### config.mk
export PLATFORM = sky130hd
export DESIGN_NAME = dram_refresh_timer
export DESIGN_NICKNAME = d
export VERILOG_FILES = /design/src/rtl/refresh_timer_pkg.sv /design/src/rtl/refresh_cfg_track.sv /design/src/rtl/refresh_interval_count.sv /design/src/rtl/refresh_req_track.sv /design/src/rtl/dram_refresh_timer.sv
export SDC_FILE = /design/constraint.sdc
export NUM_CORES = 1
export LEC_CHECK = 0
export BUFFER_PORTS_ARGS = -buffer_cell sky130_fd_sc_hd__buf_2
export CORE_ASPECT_RATIO = 1.1
export CORE_MARGIN = 4
export CORE_UTILIZATION = 55
export DETAILED_ROUTE_END_ITERATION = 6
export GPL_TIMING_DRIVEN = 0
export PLACE_DENSITY_LB_ADDON = 0.05
export RECOVER_POWER = 100
export SETUP_SLACK_MARGIN = 0.2
export SLEW_MARGIN = 25
export SYNTH_ARGS = -nofsm -noshare
export SYNTH_HDL_FRONTEND = slang
export SYNTH_SLANG_ARGS = --single-unit
### constraint.sdc
create_clock -name clk -period 3.3 [get_ports clk]
set_clock_uncertainty 0.15 [all_clocks]
set_input_delay 0.165 -clock clk [delete_from_list [all_inputs] [get_ports clk]]
set_output_delay 0.165 -clock clk [all_outputs]
set_load 0.01 [all_outputs]
### src/rtl/refresh_timer_pkg.sv
package refresh_timer_pkg;
  localparam logic [1:0] FREQ_100 = 2'b00;
  localparam logic [1:0] FREQ_66  = 2'b10;
  localparam logic [2:0] RATE_MAX = 3'd5;
  localparam int         MULT_W   = int'(RATE_MAX) - 1;

  typedef struct packed {
    logic [2:0] rate;
    logic       en;
    logic [1:0] freq;
  } rfsh_cfg_t;

  function automatic logic rate_ok(input logic [2:0] r);
    return (r != 3'd0) && (r <= RATE_MAX);
  endfunction

  function automatic logic freq_ok(input logic [1:0] f);
    return (f == FREQ_100) || (f == FREQ_66);
  endfunction
endpackage

### src/rtl/refresh_cfg_track.sv
module refresh_cfg_track
  import refresh_timer_pkg::*;
(
  input  logic      clk,
  input  logic      rst_n,
  input  rfsh_cfg_t cfg_in,
  output logic      restart,
  output logic      active,
  output logic [2:0] rate_q,
  output logic      fast
);
  rfsh_cfg_t cfg_q;

  always_ff @(posedge clk) begin
    if (!rst_n) cfg_q <= '0;
    else        cfg_q <= cfg_in;
  end

  assign restart = (cfg_in != cfg_q);
  assign active  = cfg_q.en && rate_ok(cfg_q.rate) && freq_ok(cfg_q.freq);
  assign rate_q  = cfg_q.rate;
  assign fast    = (cfg_q.freq == FREQ_100);
endmodule

### src/rtl/refresh_interval_count.sv
module refresh_interval_count
  import refresh_timer_pkg::*;
#(
  parameter int TICK_FAST = 1560,
  parameter int TICK_SLOW = 1040
) (
  input  logic       clk,
  input  logic       rst_n,
  input  logic       restart,
  input  logic       active,
  input  logic [2:0] rate,
  input  logic       fast,
  output logic       fire
);
  localparam int TICK_MAX = (TICK_FAST > TICK_SLOW) ? TICK_FAST : TICK_SLOW;
  localparam int TICK_W   = (TICK_MAX > 2) ? $clog2(TICK_MAX) : 1;

  logic [TICK_W-1:0] tick_cnt, tick_lim;
  logic [MULT_W-1:0] mult_cnt, mult_lim;
  logic              tick_end;

  assign tick_lim = fast ? TICK_W'(TICK_FAST - 1) : TICK_W'(TICK_SLOW - 1);
  assign mult_lim = MULT_W'((5'd1 << (rate - 3'd1)) - 5'd1);
  assign tick_end = (tick_cnt == tick_lim);
  assign fire     = active && !restart && tick_end && (mult_cnt == mult_lim);

  always_ff @(posedge clk) begin
    if (!rst_n || restart || !active) begin
      tick_cnt <= '0;
      mult_cnt <= '0;
    end else if (tick_end) begin
      tick_cnt <= '0;
      mult_cnt <= (mult_cnt == mult_lim) ? '0 : mult_cnt + 1'b1;
    end else begin
      tick_cnt <= tick_cnt + 1'b1;
    end
  end
endmodule

### src/rtl/refresh_req_track.sv
module refresh_req_track (
  input  logic clk,
  input  logic rst_n,
  input  logic fire,
  input  logic ack,
  output logic req_pulse,
  output logic pending,
  output logic overflow
);
  always_ff @(posedge clk) begin
    if (!rst_n) begin
      req_pulse <= 1'b0;
      pending   <= 1'b0;
      overflow  <= 1'b0;
    end else begin
      req_pulse <= fire;
      if (fire) begin
        pending <= 1'b1;
        if (pending) overflow <= 1'b1;
      end else if (ack) begin
        pending  <= 1'b0;
        overflow <= 1'b0;
      end
    end
  end

  p_pulse_one_cycle_r8: assert property (@(posedge clk) disable iff (!rst_n)
    req_pulse |=> !req_pulse);
  p_pend_with_req_r8: assert property (@(posedge clk) disable iff (!rst_n)
    req_pulse |-> pending);
  p_ack_clears_r9: assert property (@(posedge clk) disable iff (!rst_n)
    (ack && !fire) |=> (!pending && !overflow));
  p_ovf_on_repeat_r10: assert property (@(posedge clk) disable iff (!rst_n)
    (req_pulse && $past(pending)) |-> overflow);
endmodule

### src/rtl/dram_refresh_timer.sv
module dram_refresh_timer
  import refresh_timer_pkg::*;
#(
  parameter int TICK_FAST = 1560,
  parameter int TICK_SLOW = 1040
) (
  input  logic       clk,
  input  logic       rst_n,
  input  logic [2:0] rate_code,
  input  logic       refresh_en,
  input  logic [1:0] freq_sel,
  input  logic       ack,
  output logic       req_pulse,
  output logic       pending,
  output logic       overflow
);
  rfsh_cfg_t  cfg_in;
  logic       restart, active, fast, fire;
  logic [2:0] rate_q;

  assign cfg_in = '{rate: rate_code, en: refresh_en, freq: freq_sel};

  refresh_cfg_track u_cfg (
    .clk(clk), .rst_n(rst_n), .cfg_in(cfg_in),
    .restart(restart), .active(active), .rate_q(rate_q), .fast(fast)
  );

  refresh_interval_count #(.TICK_FAST(TICK_FAST), .TICK_SLOW(TICK_SLOW)) u_cnt (
    .clk(clk), .rst_n(rst_n), .restart(restart), .active(active),
    .rate(rate_q), .fast(fast), .fire(fire)
  );

  refresh_req_track u_req (
    .clk(clk), .rst_n(rst_n), .fire(fire), .ack(ack),
    .req_pulse(req_pulse), .pending(pending), .overflow(overflow)
  );

  p_no_req_bad_rate_r4: assert property (@(posedge clk) disable iff (!rst_n)
    (rate_code == 3'd0 || rate_code > 3'd5) |=> !req_pulse);
  p_no_req_off_r5: assert property (@(posedge clk) disable iff (!rst_n)
    !refresh_en |=> !req_pulse);
  p_no_req_bad_freq_r6: assert property (@(posedge clk) disable iff (!rst_n)
    (freq_sel == 2'b01 || freq_sel == 2'b11) |=> !req_pulse);
endmodule

# Word level (Yosys, flattened, before mapping)
# Cells that the tools add are included.
[word_totals]
inputBits = 9
mem_bits_ro = 0
register_bits = 24
ramBits = 0
wordCells = 42
latch_bits = 0
memories = 0
out_inout_bits = 3
[classes]
n_shift = 1
eq_ne = 5
n_bitwise = 0
n_mux = 6
reduce_logical = 17
addsub = 4
div = 0
magnitude_cmp = 1
n_mul = 0
[ops]
columns = ["cell", "n"]
rows = [
  ["$add 11x1->11 const B", 1],
  ["$eq 11x11->1", 1],
  ["$mux 10", 1],
  ["$logic_and 1x1->1", 6],
  ["$ne 6x6->1", 1],
  ["$add 4x1->4 const B", 1],
  ["$eq 4x4->1", 1],
  ["$mux 1", 4],
  ["$mux 4", 1],
  ["$shl 1x3->4 const A", 1],
  ["$sub 4x1->4 const B", 1],
  ["$le 3x3->1 const B", 1],
  ["$logic_not 1->1", 3],
  ["$logic_or 1x1->1", 3],
  ["$reduce_bool 3->1", 1],
  ["$sub 3x1->3 const B", 1],
  ["$eq 2x2->1 const B", 1],
  ["$logic_not 2->1", 1],
  ["$ne 2x2->1 const B", 1],
  ["$reduce_and 2->1", 1],
  ["$reduce_bool 2->1", 1],
  ["$reduce_or 2->1", 1],
]

# Longest topological paths before layout
# Gate-level depths: netlist of run 1.
[logic_depth]
word_depth = 9
ltp_mapped = 8
ltp_nobuf = 8

# Modules after synthesis
# From an unflattened synthesis of run 1, not the netlist that was laid out.
[hier_totals]
hier_cells = 131
area_unflattened_um2 = 1206.2
[modules_own_cells]
columns = ["module", "cells_per_inst", "seq_area_each_um2", "area_each_um2", "n_inst"]
rows = [
  ["refresh_interval_count", 95, 300.3, 840.8, 1],
  ["refresh_cfg_track", 27, 120.1, 266.5, 1],
  ["refresh_req_track", 9, 60.1, 98.8, 1],
]

# Worst setup path after synthesis of run 1
# OpenSTA, ideal clock, no wires.
[synth_timing]
path_kind = "register to register"
start = "register u_cfg.cfg_q, in the netlist u_cfg.rate_q[1]"
end = "register u_req.overflow"
synth_period_minus_slack_ps = 2720
stages_incl_launch_ff = 8
required_ps = 3084
n_path_buf = 0
setup_ps = 66
setup_slack_ps = 580
arrival_ps = 2504
path_cell_list = "dfxtp_1 -> or3b_2 -> ha_1 -> xnor2_1 -> or4b_1 -> a311o_1 -> or3_4 -> a2bb2oi_2"
[synth_via]
elab_chain_cells = 9
elab_cells_between_ends = 18
classes_between = "2 x add/sub; 1 x order compare; 3 x eq/ne; 1 x shift; 1 x mux; 10 x reduce/logical"
[synth_lines]
columns = ["element", "line_no", "source"]
rows = [
  ["start, declared", "refresh_cfg_track.sv:12", "rfsh_cfg_t cfg_q;"],
  ["start signal, assigned", "refresh_cfg_track.sv:16", "else cfg_q <= cfg_in;"],
  ["parallel branches: the longest is 6 deep, another holds $sub 4x1->4", "--", ""],
  ["$logic_and 1x1->1 (*)", "refresh_interval_count.sv:25", "assign fire = active && !restart && tick_end && (mult_cnt == mult_lim);"],
  ["$ne 2x2->1 (no source line) / $reduce_bool 2->1 (equally long branches)", "--", ""],
  ["$reduce_and 2->1 (no source line)", "--", ""],
  ["end signal, assigned", "refresh_req_track.sv:14", "overflow <= 1'b0;"],
  ["end signal, assigned", "refresh_req_track.sv:19", "if (pending) overflow <= 1'b1;"],
  ["end signal, assigned", "refresh_req_track.sv:22", "overflow <= 1'b0;"],
  ["end, declared", "refresh_req_track.sv:8", "output logic overflow"],
]
# Mark *: on every way between the ends.
# A chain may end at the register's enable or synchronous reset.

# Final worst setup path of run 1
# Same ends and word-level chain as after synthesis.

==> reports/metrics.json, run 1 <==
{
  "leakage": {"value": 0.464, "unit": "nW"},
  "power.ir.vdd_worst": {"value": 0.292, "unit": "mV"},
  "drt-initial-drc-count": {"value": 3},
  "r2r_end": {"value": "u_req.overflow$_SDFFE_PN0P_"},
  "timing.hold.worst.class": {"value": "in -> reg"},
  "critPathKind": {"value": "reg -> reg"},
  "critical_path_required": {"value": 3400, "unit": "ps"},
  "diodes": {"value": 0},
  "clkSlewWorstSetupHoldPaths": {"value": 130, "unit": "ps"},
  "path_cells": {"value": "or3b_2 -> ha_1 -> xnor2_1 -> or4b_1 -> a311o_1 -> or3_1 -> a2bb2oi_2"},
  "die-width": {"value": 51.0, "unit": "um"},
  "final_layout_size_suffix_gt1_share": {"value": 7.89, "unit": "%"},
  "detailedPlace.worstSlack": {"value": 363, "unit": "ps"},
  "grt_first_pass_wirelength": {"value": 3450, "unit": "um"},
  "layout.cells.non_filler": {"value": 179},
  "syn_to_final_growth": {"value": 20.5, "unit": "%"},
  "post-route-min-period": {"value": 2990, "unit": "ps"},
  "globalRoute.totalOverflow": {"value": 0},
  "cts_made_buffers": {"value": 3},
  "setup_ws": {"value": 310, "unit": "ps"},
  "tightest_slew": {"value": 418, "unit": "ps"},
  "clk_latency": {"value": 310, "unit": "ps"},
  "drt_wl_total": {"value": 1980, "unit": "um"},
  "via_count": {"value": 898},
  "whs_endpoint": {"value": "u_req.overflow$_SDFFE_PN0P_"},
  "async_flop_share": {"value": 0, "unit": "%"},
  "hold_start": {"value": "ack"},
  "power.share.clock": {"value": 31.0, "unit": "%"},
  "floorplan.rows": {"value": 16},
  "setup_tns": {"value": 0, "unit": "ps"},
  "setup.worst_path.end_class": {"value": "flop"},
  "drv.max_cap_violation_count": {"value": 0},
  "floorplan.die_area": {"value": 2830, "unit": "um^2"},
  "grt_setup_unrepaired": {"value": "false"},
  "hold-path-cell-count": {"value": 3},
  "io_pins": {"value": 12},
  "finalHoldViolCount": {"value": 0},
  "final_max_slew_viol_count": {"value": 0},
  "total_power": {"value": 486, "unit": "uW"},
  "synth_fp_nets": {"value": 137},
  "port_buffers": {"value": 11},
  "global_route.usage.total": {"value": 15.6, "unit": "%"},
  "number_of_levels_the_h_tree_was_split_into": {"value": 1},
  "crit_fanout": {"value": 8},
  "netlist_area": {"value": 1120, "unit": "um^2"},
  "sequential_cell_fraction_of_total_power": {"value": 61.3, "unit": "%"},
  "clock_tree_from_tritoncts": {"value": "built"},
  "detailed_place_hpwl": {"value": 1320, "unit": "um"},
  "combinationalPowerShare": {"value": 7.6, "unit": "%"},
  "yosys_warnings": {"value": 0},
  "initial_antenna_violation_count": {"value": 0},
  "cts_num_sinks": {"value": 24},
  "num-nets-final": {"value": 165},
  "die_y": {"value": 55.4, "unit": "um"},
  "result_of_the_run": {"value": "complete, no violations"},
  "yosys_most_used_dff": {"value": "sky130_fd_sc_hd__dfxtp_1"},
  "cp.arrival": {"value": 3090, "unit": "ps"},
  "synth_cell_type_count": {"value": 34},
  "post-synth-top-area-cell": {"value": "sky130_fd_sc_hd__dfxtp_1"},
  "clock_path_buffers": {"value": 2},
  "finalSetupViolCount": {"value": 0},
  "wire_per_inst": {"value": 11.1, "unit": "um"},
  "synth-edff-count": {"value": 0},
  "synth.yosys.seq_area_share": {"value": 42.9, "unit": "%"},
  "placed_cells_incl_taps": {"value": 163},
  "post-route-period-util": {"value": 90.6, "unit": "%"},
  "power.density_cell_area": {"value": 360, "unit": "nW/um^2"},
  "power_report.internal_total": {"value": 385, "unit": "uW"},
  "clockRootBuffer": {"value": "sky130_fd_sc_hd__clkbuf_4"},
  "sw_ratio": {"value": 20.8, "unit": "%"},
  "crit_path_top_delay_cell": {"value": "sky130_fd_sc_hd__dfxtp_1"},
  "synth.top_cell.area_share": {"value": 42.9, "unit": "%"},
  "timing.critical_path.from_type": {"value": "flop"},
  "r2r_setup_slack": {"value": 310, "unit": "ps"},
  "timing.fmax": {"value": 334, "unit": "MHz"},
  "synth_seq_cells": {"value": 24},
  "max_stage_delay": {"value": 470, "unit": "ps"},
  "route.antenna.remaining_nets": {"value": 0},
  "starting_density_of_the_core": {"value": 60.2, "unit": "%"},
  "timing.reg2reg.worst_path_depth": {"value": 7},
  "synthMostInstantiatedCell": {"value": "sky130_fd_sc_hd__dfxtp_1"},
  "netlist_top_cells_area": {"value": "sky130_fd_sc_hd__dfxtp_1 43%, sky130_fd_sc_hd__xnor2_1 6.3%, sky130_fd_sc_hd__nor2_1 6.0%, sky130_fd_sc_hd__xor2_1 5.5%, sky130_fd_sc_hd__nand3_1 4.5%"},
  "ys_top_cells_by_count": {"value": "24 x sky130_fd_sc_hd__dfxtp_1, 18 x sky130_fd_sc_hd__nor2_1, 10 x sky130_fd_sc_hd__nand3_1, 9 x sky130_fd_sc_hd__nand2_1, 8 x sky130_fd_sc_hd__xnor2_1"},
  "total_switching_power": {"value": 101, "unit": "uW"},
  "remaining_drc_errors": {"value": 0},
  "grt_start_max_net_pins": {"value": 14},
  "rr_startpoint": {"value": "u_cfg.rate_q[1]$_SDFF_PN0_"},
  "post_drt_via_cell_ratio": {"value": 5.02},
  "syn-instance-count": {"value": 125},
  "slew_headroom": {"value": 72.1, "unit": "%"},
  "globalplace.congestion": {"value": 0.695},
  "drtPass1Iterations": {"value": 4},
  "synthesis.area_per_instance": {"value": 8.97, "unit": "um^2"},
  "first_global_vias": {"value": 847},
  "core-area": {"value": 1860, "unit": "um^2"}
}
critical path: cells and delay by family, from the launching register on:
kind / cells / cell delay [ps]
AOI/OAI and AO/OA: 2 / 560
xor gates and xnor gates: 1 / 230
adders and majority gates: 1 / 200
DFF: 1 / 470
and+or+nand+nor: 3 / 1330
registers in the layout (all words and copies together), names as in the netlist:
| name | flops |
|---|---|
| u_cnt.mult_cnt | 4 |
| u_cnt.tick_cnt | 11 |
| u_req.overflow | 1 |
| u_cfg.rate_q | 3 |
| u_req.pending | 1 |
| u_cfg.cfg_q | 3 |
| u_req.req_pulse | 1 |
stage by stage:
| stage | util, % | instance area, um^2 | hold WS, ps |
|---|---|---|---|
| CTS | 73.4 | 1370 | 26.7 |
| global placement | 65.0 | 1210 | 228 |
| floorplan | - | 1120 | 137 |
| global route | 72.6 | 1350 | 27.2 |
| detailed placement | 65.0 | 1210 | 232 |
| finish | 72.6 | 1350 | 25.4 |
layout make-up:
cell class / count / area, um^2
multi-input cells: 96 / 617
fillers: 171 / 510
flip-flops and latches: 24 / 480
repair buffers: 23 / 165
clock buffers: 4 / 36.3
well taps: 27 / 33.8
inverters: 3 / 11.3
plain buffers: 2 / 7.51
layer usage:
layer | vias up | wire length [um] | part of all wire (%) | GRT usage [%]
met5 | - | 0 | 0 | 0
li1 | 481 | - | - | -
met3 | 2 | 24 | 1.2 | 3.23
met1 | 413 | 883 | 45 | 17.4
met2 | 2 | 1060 | 54 | 28.2
met4 | 0 | 12 | 0.61 | 5.77
how the worst max path moves through the flow:
| stage | start | endpoint | slack, ps |
|---|---|---|---|
| 6_report | u_cfg.rate_q[1]$_SDFF_PN0_ | u_req.overflow$_SDFFE_PN0P_ | 310 |
| 5_1_grt | u_cfg.rate_q[1]$_SDFF_PN0_ | u_req.overflow$_SDFFE_PN0P_ | 140 |
| 4_1_cts | u_cfg.rate_q[1]$_SDFF_PN0_ | u_req.overflow$_SDFFE_PN0P_ | 310 |
| 3_5_place_dp | u_cfg.rate_q[1]$_SDFF_PN0_ | u_req.overflow$_SDFFE_PN0P_ | 360 |
| 3_3_place_gp | u_cfg.rate_q[1]$_SDFF_PN0_ | u_req.overflow$_SDFFE_PN0P_ | 420 |
| 2_1_floorplan | u_cfg.rate_q[1]$_SDFF_PN0_ | u_req.overflow$_SDFFE_PN0P_ | 580 |
power groups by stage:
stage	Clock (mW)	Combinational, mW	Sequential, mW
final	0.151	0.0371	0.298
after global routing	0.168	0.0407	0.299
after CTS	0.159	0.0372	0.298
after detailed placement	0	0.0262	0.304
after global placement	0	0.0258	0.304
after floorplan	0	0.0179	0.303
cell usage in the layout (no fill, tap or decap), types with 2 or more instances in the layout:
cell,netlist,layout
sky130_fd_sc_hd__ha_1,3,3
sky130_fd_sc_hd__a31oi_1,2,2
sky130_fd_sc_hd__or2_2,2,2
sky130_fd_sc_hd__inv_1,3,3
sky130_fd_sc_hd__a21oi_1,2,2
sky130_fd_sc_hd__nand2b_1,3,3
sky130_fd_sc_hd__nor4_1,2,2
sky130_fd_sc_hd__nor2_1,18,18
sky130_fd_sc_hd__xor2_1,7,7
sky130_fd_sc_hd__xnor2_1,8,8
sky130_fd_sc_hd__o21ai_0,2,2
sky130_fd_sc_hd__buf_2,0,3
sky130_fd_sc_hd__or3_1,1,2
sky130_fd_sc_hd__nand4b_1,2,2
sky130_fd_sc_hd__clkbuf_4,0,3
sky130_fd_sc_hd__nand3b_1,2,2
sky130_fd_sc_hd__dlygate4sd3_1,0,12
sky130_fd_sc_hd__nor3_1,2,2
sky130_fd_sc_hd__and2_1,6,5
sky130_fd_sc_hd__nand4_1,2,2
sky130_fd_sc_hd__clkbuf_1,2,10
sky130_fd_sc_hd__nand2_1,9,9
sky130_fd_sc_hd__dfxtp_1,24,24
sky130_fd_sc_hd__nand3_1,10,10
what timing repair did:
| action | in CTS | in global routing |
|---|---|---|
| hold endpoints to repair | 6 | 0 |
| buffers inserted | 0 | 0 |
| setup endpoints to repair | 0 | 1 |
| gates resized for setup | 0 | 1 |
| hold buffers | 12 | 0 |
cell families (layout without fill, tap and decap cells):
family	after synthesis	count (layout)	share of synthesized area, %
buf+inv	5	32	1.67
fa+ha+maj	3	3	3.35
mux	1	1	0.893
flops	24	24	42.9
xor+xnor	15	15	11.7
simple gates	67	67	33.1
compound gates	10	10	6.36
Power figures use the tool's default switching activity.
==> run 2: changes to the inputs <==
--- a/config.mk
+++ b/config.mk
@@ -5,12 +5,12 @@
 export SDC_FILE = /design/constraint.sdc
 export NUM_CORES = 1
 export LEC_CHECK = 0
-export BUFFER_PORTS_ARGS = -buffer_cell sky130_fd_sc_hd__buf_2
 export CORE_ASPECT_RATIO = 1.1
-export CORE_MARGIN = 4
 export CORE_UTILIZATION = 55
 export DETAILED_ROUTE_END_ITERATION = 6
+export DONT_BUFFER_PORTS = 1
 export GPL_TIMING_DRIVEN = 0
+export MAX_ROUTING_LAYER = met4
 export PLACE_DENSITY_LB_ADDON = 0.05
 export RECOVER_POWER = 100
 export SETUP_SLACK_MARGIN = 0.2
==> run 2 against run 1 <==
  * Clock power decreased by 19%
  * Register-to-register slack got worse by 20 ps
  * Non-clock buffer count down 9
  * Hold slack better by 91 ps
  * Total power decreased by 6.6%
  * Via count rose by 0.67%
  * Die area is 21% lower
  * Combinational power shrank 10%
  * Maximum frequency shrank 0.59%
  * Sequential share of layout area increased by 1.1 points
  * Clock-buffer cell count is 1 lower
  * Wire length rose by 2.8%
==> reports/metrics.json, run 2 (same netlist as run 1, synthesis figures left out) <==
{
  "drt_wl_total": {"value": 2040, "unit": "um", "change": "+2.8%"},
  "grt_setup_unrepaired": {"value": "false"},
  "cts_num_sinks": {"value": 24, "change": "unchanged"},
  "largest_register": {"value": "u_cnt.tick_cnt"},
  "setup_ws": {"value": 292, "unit": "ps", "change": "-17.6 ps"},
  "core-area": {"value": 1840, "unit": "um^2", "change": "-1.1%"},
  "floorplan.die_area": {"value": 2220, "unit": "um^2", "change": "-21%"},
  "number_of_levels_the_h_tree_was_split_into": {"value": 1, "change": "unchanged"},
  "layout_commonest_cell": {"value": "sky130_fd_sc_hd__dfxtp_1"},
  "drv.max_cap_violation_count": {"value": 0, "change": "unchanged"},
  "clk_latency": {"value": 300, "unit": "ps", "change": "about the same"},
  "clkSlewWorstSetupHoldPaths": {"value": 120, "unit": "ps", "change": "about the same"},
  "path_cells": {"value": "or3b_2 -> ha_1 -> xnor2_1 -> or4b_1 -> a311o_1 -> or3_1 -> a2bb2oi_2"},
  "crit_fanout": {"value": 8, "change": "unchanged"},
  "post_drt_via_cell_ratio": {"value": 5.35, "change": "+6.6%"},
  "cp.arrival": {"value": 3100, "unit": "ps", "change": "about the same"},
  "grt_start_max_net_pins": {"value": 13, "change": "-1"},
  "syn_to_final_growth": {"value": 17.1, "unit": "%"},
  "multi_input_area": {"value": 617, "unit": "um^2", "change": "unchanged"},
  "finalSetupViolCount": {"value": 0, "change": "unchanged"},
  "timing.hold.worst.class": {"value": "in -> reg"},
  "largest_reg_flops": {"value": 11, "change": "unchanged"},
  "via_count": {"value": 904, "change": "+0.67%"},
  "drt-initial-drc-count": {"value": 10, "change": "+7"},
  "setup.worst_path.end_class": {"value": "flop"},
  "timing.critical_path.from_type": {"value": "flop"},
  "max_stage_delay": {"value": 480, "unit": "ps", "change": "about the same"},
  "critical_path_required": {"value": 3400, "unit": "ps", "change": "about the same"},
  "globalplace.congestion": {"value": 0.735, "change": "+5.7%"},
  "leakage": {"value": 0.442, "unit": "nW", "change": "-4.6%"},
  "filler_cell_count": {"value": 164, "change": "-4.1%"},
  "final_max_slew_viol_count": {"value": 0, "change": "unchanged"},
  "floorplan.rows": {"value": 16, "change": "unchanged"},
  "sequential_area": {"value": 480, "unit": "um^2", "change": "unchanged"},
  "power.density_cell_area": {"value": 346, "unit": "nW/um^2", "change": "-3.8%"},
  "remaining_drc_errors": {"value": 0, "change": "unchanged"},
  "num-nets-final": {"value": 156, "change": "-5.5%"},
  "biggestRegsByFlops": {"value": "u_cnt.tick_cnt (11), u_cnt.mult_cnt (4)"},
  "power.ir.vdd_worst": {"value": 0.234, "unit": "mV", "change": "-20%"},
  "detailed_place_hpwl": {"value": 1340, "unit": "um", "change": "+1.4%"},
  "tightest_slew": {"value": 431, "unit": "ps", "change": "+13.7 ps"},
  "cts_made_buffers": {"value": 3, "change": "unchanged"},
  "detailedPlace.worstSlack": {"value": 356, "unit": "ps", "change": "-6.43 ps"},
  "final_layout_size_suffix_gt1_share": {"value": 5.63, "unit": "%", "change": "-2.3 points"},
  "die-width": {"value": 45.0, "unit": "um", "change": "-12%"},
  "route.antenna.remaining_nets": {"value": 0, "change": "unchanged"},
  "wire_per_inst": {"value": 12.1, "unit": "um", "change": "+8.9%"},
  "port_buffers": {"value": 0, "change": "-11"},
  "globalRoute.totalOverflow": {"value": 0, "change": "unchanged"},
  "grt_first_pass_wirelength": {"value": 3680, "unit": "um", "change": "+6.8%"},
  "setup_tns": {"value": 0, "unit": "ps", "change": "unchanged"},
  "post_cts.repair.setup_buffers": {"value": 0, "change": "unchanged"},
  "final_cell_mix": {"value": "24 x sky130_fd_sc_hd__dfxtp_1, 18 x sky130_fd_sc_hd__nor2_1, 14 x sky130_fd_sc_hd__dlygate4sd3_1"},
  "clock_path_buffers": {"value": 2, "change": "unchanged"},
  "r2r_setup_slack": {"value": 290, "unit": "ps", "change": "-20 ps"},
  "global_route.usage.total": {"value": 22.7, "unit": "%", "change": "+7.1 points"},
  "slew_headroom": {"value": 71.2, "unit": "%", "change": "-0.91 points"},
  "final.hold.worst_slack": {"value": 117, "unit": "ps", "change": "+91.2 ps"},
  "result_of_the_run": {"value": "complete, no violations"},
  "crit_path_top_delay_cell": {"value": "sky130_fd_sc_hd__dfxtp_1"},
  "finalHoldViolCount": {"value": 0, "change": "unchanged"},
  "io_pins": {"value": 12, "change": "unchanged"},
  "first_global_vias": {"value": 876, "change": "+3.4%"},
  "diodes": {"value": 0, "change": "unchanged"},
  "initial_antenna_violation_count": {"value": 0, "change": "unchanged"},
  "critPathKind": {"value": "reg -> reg"},
  "post-route-min-period": {"value": 3010, "unit": "ps", "change": "+17.6 ps"},
  "total_power": {"value": 454, "unit": "uW", "change": "-6.6%"},
  "starting_density_of_the_core": {"value": 60.9, "unit": "%", "change": "+0.65 points"},
  "clockRootBuffer": {"value": "sky130_fd_sc_hd__clkbuf_4"},
  "worst_path_dominant_cell_family": {"value": "simple AND/OR/NAND/NOR gates"},
  "drtPass1Iterations": {"value": 6, "change": "+2"},
  "post-route-period-util": {"value": 91.1, "unit": "%", "change": "+0.53 points"},
  "clock_tree_from_tritoncts": {"value": "built"},
  "critical_path.n_buffers_inverters": {"value": 0, "change": "unchanged"},
  "die_y": {"value": 49.4, "unit": "um", "change": "-11%"},
  "timing.fmax": {"value": 332, "unit": "MHz", "change": "-0.59%"}
}
-- run 2: changes by cell type in the layout (fill, tap and decap cells not counted), sizes merged --
cell | previous run | this run
buf | 3 | 0
dlygate4sd3 | 12 | 14
clkbuf | 14 | 5
-- run 2: path summary, 6_finish.rpt --
path | startpoint | end | cells after the start
max | u_cfg.rate_q[1]$_SDFF_PN0_ | u_req.overflow$_SDFFE_PN0P_ | 7
min | rate_code[2] | u_cnt.mult_cnt[1]$_SDFFE_PP0N_ | 3
max reg2reg | u_cfg.rate_q[1]$_SDFF_PN0_ | u_req.overflow$_SDFFE_PN0P_ | 7
min reg2reg | u_cnt.tick_cnt[0]$_SDFF_PP0_ | u_cnt.tick_cnt[0]$_SDFF_PP0_ | 1
-- run 2: stage by stage --
step,instances,instance area (um^2),util [%]
floorplan,125,1120,-
global placement,152,1150,62.7
detailed placement,152,1150,62.7
CTS,169,1320,71.5
global route,169,1310,71.3
finish,169,1310,71.3
-- run 2: report_power, final --
part | switching, mW | internal (mW)
Clock | 0.0796 | 0.0426
Combinational | 0.0105 | 0.0229
Sequential | 0.00453 | 0.294
-- run 2: layout make-up --
cell class,instances,share of cell area (%)
multi-input cells,96,47.0
repair buffers,14,10.7
well taps,27,2.57
plain buffers,2,0.572
inverters,3,0.858
clock buffers,3,1.72
flip-flops and latches,24,36.6
-- run 2: metal layers --
| metal | GRT usage (%) | vias up | routed length, um |
|---|---|---|---|
| met3 | 2.96 | 6 | 28 |
| met1 | 24.9 | 426 | 894 |
| met4 | 8.08 | 0 | 32 |
| met5 | - | - | 0 |
| met2 | 40.1 | 6 | 1080 |
| li1 | - | 466 | - |
-- run 2: worst reg2reg max path, delay by kind of cell (launching register included) --
family                   cells  cell delay, ps
flip-flops                   1             480
AO/OA/AOI/OAI                2             560
XOR/XNOR                     1             230
adder cells (fa/ha/maj)      1             200
AND/OR/NAND/NOR              3            1320
-- run 2: repair_timing --
action | CTS | global route
resized for setup | 0 | 1
setup endpoints to repair | 0 | 2
hold endpoints to repair | 8 | 0
hold buffers | 14 | 0
==> run 3: changes to the inputs <==
--- a/config.mk
+++ b/config.mk
@@ -5,7 +5,7 @@
 export SDC_FILE = /design/constraint.sdc
 export NUM_CORES = 1
 export LEC_CHECK = 0
-export CORE_ASPECT_RATIO = 1.1
+export CORE_ASPECT_RATIO = 1.4
 export CORE_UTILIZATION = 55
 export DETAILED_ROUTE_END_ITERATION = 6
 export DONT_BUFFER_PORTS = 1
==> run 3 against run 2 <==
  * Largest cell class unchanged
  * Largest power group unchanged
  * Clock-buffer cell count unchanged
  * Total power increased by 20%
  * Die area is 0.11% higher
  * Final area rose by 2.2%
  * Critical path depth is the same
  * Cell count fell by 3.0%
  * Clock power grew 75%
  * Wire length is 5.9% higher
  * Sequential power is essentially flat
==> reports/metrics.json, run 3 (same netlist as run 1, synthesis figures left out) <==
{
  "globalRoute.totalOverflow": {"value": 0, "change": "unchanged"},
  "slew_headroom": {"value": 73.3, "unit": "%", "change": "+2.1 points"},
  "initial_antenna_violation_count": {"value": 0, "change": "unchanged"},
  "die_y": {"value": 55.4, "unit": "um", "change": "+12%"},
  "timing.critical_path.from_type": {"value": "flop"},
  "globalplace.congestion": {"value": 0.679, "change": "-7.6%"},
  "cts_num_sinks": {"value": 24, "change": "unchanged"},
  "critPathCapture": {"value": "u_req.overflow$_SDFFE_PN0P_"},
  "drt_wl_total": {"value": 2160, "unit": "um", "change": "+5.9%"},
  "finalHoldViolCount": {"value": 0, "change": "unchanged"},
  "final_max_slew_viol_count": {"value": 0, "change": "unchanged"},
  "clockRootBuffer": {"value": "sky130_fd_sc_hd__clkbuf_4"},
  "via_count": {"value": 881, "change": "-2.5%"},
  "detailed_place_hpwl": {"value": 1380, "unit": "um", "change": "+3.6%"},
  "sequential_cell_fraction_of_total_power": {"value": 54.6, "unit": "%", "change": "-11 points"},
  "drv.max_cap_violation_count": {"value": 0, "change": "unchanged"},
  "clkSlewWorstSetupHoldPaths": {"value": 130, "unit": "ps", "change": "about the same"},
  "combinationalPowerShare": {"value": 6.2, "unit": "%", "change": "-1.2 points"},
  "setup.worst_path.start": {"value": "u_cfg.rate_q[1]$_SDFF_PN0_"},
  "first_global_vias": {"value": 871, "change": "-0.57%"},
  "cts_made_buffers": {"value": 3, "change": "unchanged"},
  "post-route-min-period": {"value": 3010, "unit": "ps", "change": "+3.05 ps"},
  "result_of_the_run": {"value": "complete, no violations"},
  "r2r_setup_slack": {"value": 290, "unit": "ps", "change": "about the same"},
  "floorplan.rows": {"value": 19, "change": "+3"},
  "syn_to_final_growth": {"value": 19.6, "unit": "%"},
  "port_buffers": {"value": 0, "change": "unchanged"},
  "crit_fanout": {"value": 8, "change": "unchanged"},
  "power.density_cell_area": {"value": 407, "unit": "nW/um^2", "change": "+18%"},
  "finalSetupViolCount": {"value": 0, "change": "unchanged"},
  "biggestRegsByFlops": {"value": "u_cnt.tick_cnt (11), u_cnt.mult_cnt (4)"},
  "clock_path_buffers": {"value": 2, "change": "unchanged"},
  "detailedPlace.worstSlack": {"value": 361, "unit": "ps", "change": "+5.23 ps"},
  "final_cell_mix": {"value": "24 x sky130_fd_sc_hd__dfxtp_1, 18 x sky130_fd_sc_hd__nor2_1, 14 x sky130_fd_sc_hd__dlygate4sd3_1"},
  "power.ir.vdd_worst": {"value": 0.328, "unit": "mV", "change": "+40%"},
  "power.share.clock": {"value": 39.2, "unit": "%", "change": "+12 points"},
  "floorplan.die_area": {"value": 2230, "unit": "um^2", "change": "+0.11%"},
  "total_power": {"value": 545, "unit": "uW", "change": "+20%"},
  "grt_setup_unrepaired": {"value": "false"},
  "timing.reg2reg.worst_path_depth": {"value": 7, "change": "unchanged"},
  "power_report.internal_total": {"value": 439, "unit": "uW", "change": "+22%"},
  "setup.worst_path.end_class": {"value": "flop"},
  "core-area": {"value": 1950, "unit": "um^2", "change": "+5.8%"},
  "sw_ratio": {"value": 19.4, "unit": "%", "change": "-1.4 points"},
  "post_drt_via_cell_ratio": {"value": 5.37, "change": "+0.43%"},
  "starting_density_of_the_core": {"value": 57.5, "unit": "%", "change": "-3.4 points"},
  "largest_reg_flops": {"value": 11, "change": "unchanged"},
  "filler_cell_count": {"value": 156, "change": "-4.9%"},
  "setup_tns": {"value": 0, "unit": "ps", "change": "unchanged"},
  "setup_ws": {"value": 289, "unit": "ps", "change": "-3.05 ps"},
  "total_switching_power": {"value": 106, "unit": "uW", "change": "+12%"},
  "final_core_util": {"value": 68.8, "unit": "%", "change": "-2.5 points"},
  "io_pins": {"value": 12, "change": "unchanged"},
  "grt_first_pass_wirelength": {"value": 3650, "unit": "um", "change": "-0.92%"},
  "timing.fmax": {"value": 332, "unit": "MHz", "change": "-0.10%"},
  "drt-initial-drc-count": {"value": 16, "change": "+6"},
  "rr_startpoint": {"value": "u_cfg.rate_q[1]$_SDFF_PN0_"},
  "num-nets-final": {"value": 156, "change": "unchanged"},
  "wire_per_inst": {"value": 13.2, "unit": "um", "change": "+9.2%"},
  "clk_latency": {"value": 320, "unit": "ps", "change": "+20 ps"},
  "layout_commonest_cell": {"value": "sky130_fd_sc_hd__dfxtp_1"},
  "drtPass1Iterations": {"value": 4, "change": "-2"},
  "clock_tree_from_tritoncts": {"value": "built"},
  "diodes": {"value": 0, "change": "unchanged"},
  "critical_path_required": {"value": 3420, "unit": "ps", "change": "+20 ps"},
  "remaining_drc_errors": {"value": 0, "change": "unchanged"},
  "leakage": {"value": 0.454, "unit": "nW", "change": "+2.7%"},
  "post-route-period-util": {"value": 91.2, "unit": "%", "change": "+0.092 points"},
  "critPathKind": {"value": "reg -> reg"},
  "global_route.usage.total": {"value": 24.1, "unit": "%", "change": "+1.4 points"},
  "largest_register": {"value": "u_cnt.tick_cnt"},
  "die-width": {"value": 40.2, "unit": "um", "change": "-11%"},
  "timing.hold.worst.class": {"value": "in -> reg"},
  "grt_start_max_net_pins": {"value": 15, "change": "+2"},
  "final_layout_size_suffix_gt1_share": {"value": 6.99, "unit": "%", "change": "+1.4 points"},
  "number_of_levels_the_h_tree_was_split_into": {"value": 1, "change": "unchanged"},
  "route.antenna.remaining_nets": {"value": 0, "change": "unchanged"},
  "r2r_end": {"value": "u_req.overflow$_SDFFE_PN0P_"},
  "tightest_slew": {"value": 400, "unit": "ps", "change": "-31.4 ps"},
  "cp.arrival": {"value": 3130, "unit": "ps", "change": "+30 ps"}
}
[run 3: routing by layer]
| layer | vias to the layer above | routed length, um | global-route usage, % |
|---|---|---|---|
| li1 | 462 | - | - |
| met1 | 409 | 876 | 26.4 |
| met2 | 5 | 1210 | 40.8 |
| met3 | 5 | 21 | 2.41 |
| met4 | 0 | 53 | 10.3 |
| met5 | - | 0 | - |
[run 3: layout make-up]
cell class	instances	area, um^2	share of cell area, %
plain buffers	2	7.51	0.560
clock buffers	3	22.5	1.68
clock inverters	1	30.0	2.24
inverters	3	11.3	0.840
multi-input cells	96	623	46.5
flip-flops and latches	24	480	35.8
well taps	21	26.3	1.96
repair buffers	14	140	10.4
[run 3: worst min path at each step]
| stage | cells past startpoint | slack (ps) | end | start |
|---|---|---|---|---|
| 6_report | 3 | 100 | u_cnt.mult_cnt[1]$_SDFFE_PP0N_ | rate_code[2] |
| 5_1_grt | 3 | 140 | u_cnt.mult_cnt[2]$_SDFFE_PP0N_ | rate_code[2] |
| 4_1_cts | 3 | 90 | u_cnt.mult_cnt[1]$_SDFFE_PP0N_ | rate_code[2] |
| 3_5_place_dp | 1 | 140 | u_cfg.rate_q[2]$_SDFF_PN0_ | rate_code[2] |
| 3_3_place_gp | 1 | 140 | u_cfg.rate_q[2]$_SDFF_PN0_ | rate_code[2] |
| 2_1_floorplan | 1 | 140 | u_cfg.cfg_q[0]$_SDFF_PN0_ | freq_sel[0] |
[run 3: through the flow]
step | instance area (um^2) | std cells | hold WS [ps]
finish | 1340 | 164 | 104
global route | 1340 | 164 | 141
CTS | 1340 | 164 | 89.6
detailed placement | 1150 | 146 | 140
global placement | 1150 | 146 | 139
floorplan | 1120 | 125 | 137
[run 3: power groups by stage]
stage,combinational [mW],sequential (mW),clock (mW)
2_1_floorplan,0.0179,0.303,0
3_3_place_gp,0.0196,0.304,0
3_5_place_dp,0.0202,0.305,0
4_1_cts,0.0329,0.298,0.215
5_1_grt,0.0373,0.299,0.225
6_report,0.0338,0.298,0.214
[run 3: worst max-delay path, cell delays in order, from the launching register on]
cell and delay [ps]:
sky130_fd_sc_hd__dfxtp_1 490, sky130_fd_sc_hd__or3b_2 490, sky130_fd_sc_hd__ha_1 200, sky130_fd_sc_hd__xnor2_1 210, sky130_fd_sc_hd__or4b_1 460, sky130_fd_sc_hd__a311o_1 440
sky130_fd_sc_hd__or3_1 390, sky130_fd_sc_hd__a2bb2oi_2 130
[run 3: timing repair]
action                     in CTS  in global routing
hold endpoints to repair        8                  0
setup endpoints to repair       0                  1
gates resized for setup         0                  2
setup buffers                   0                  0
hold buffers                   14                  0
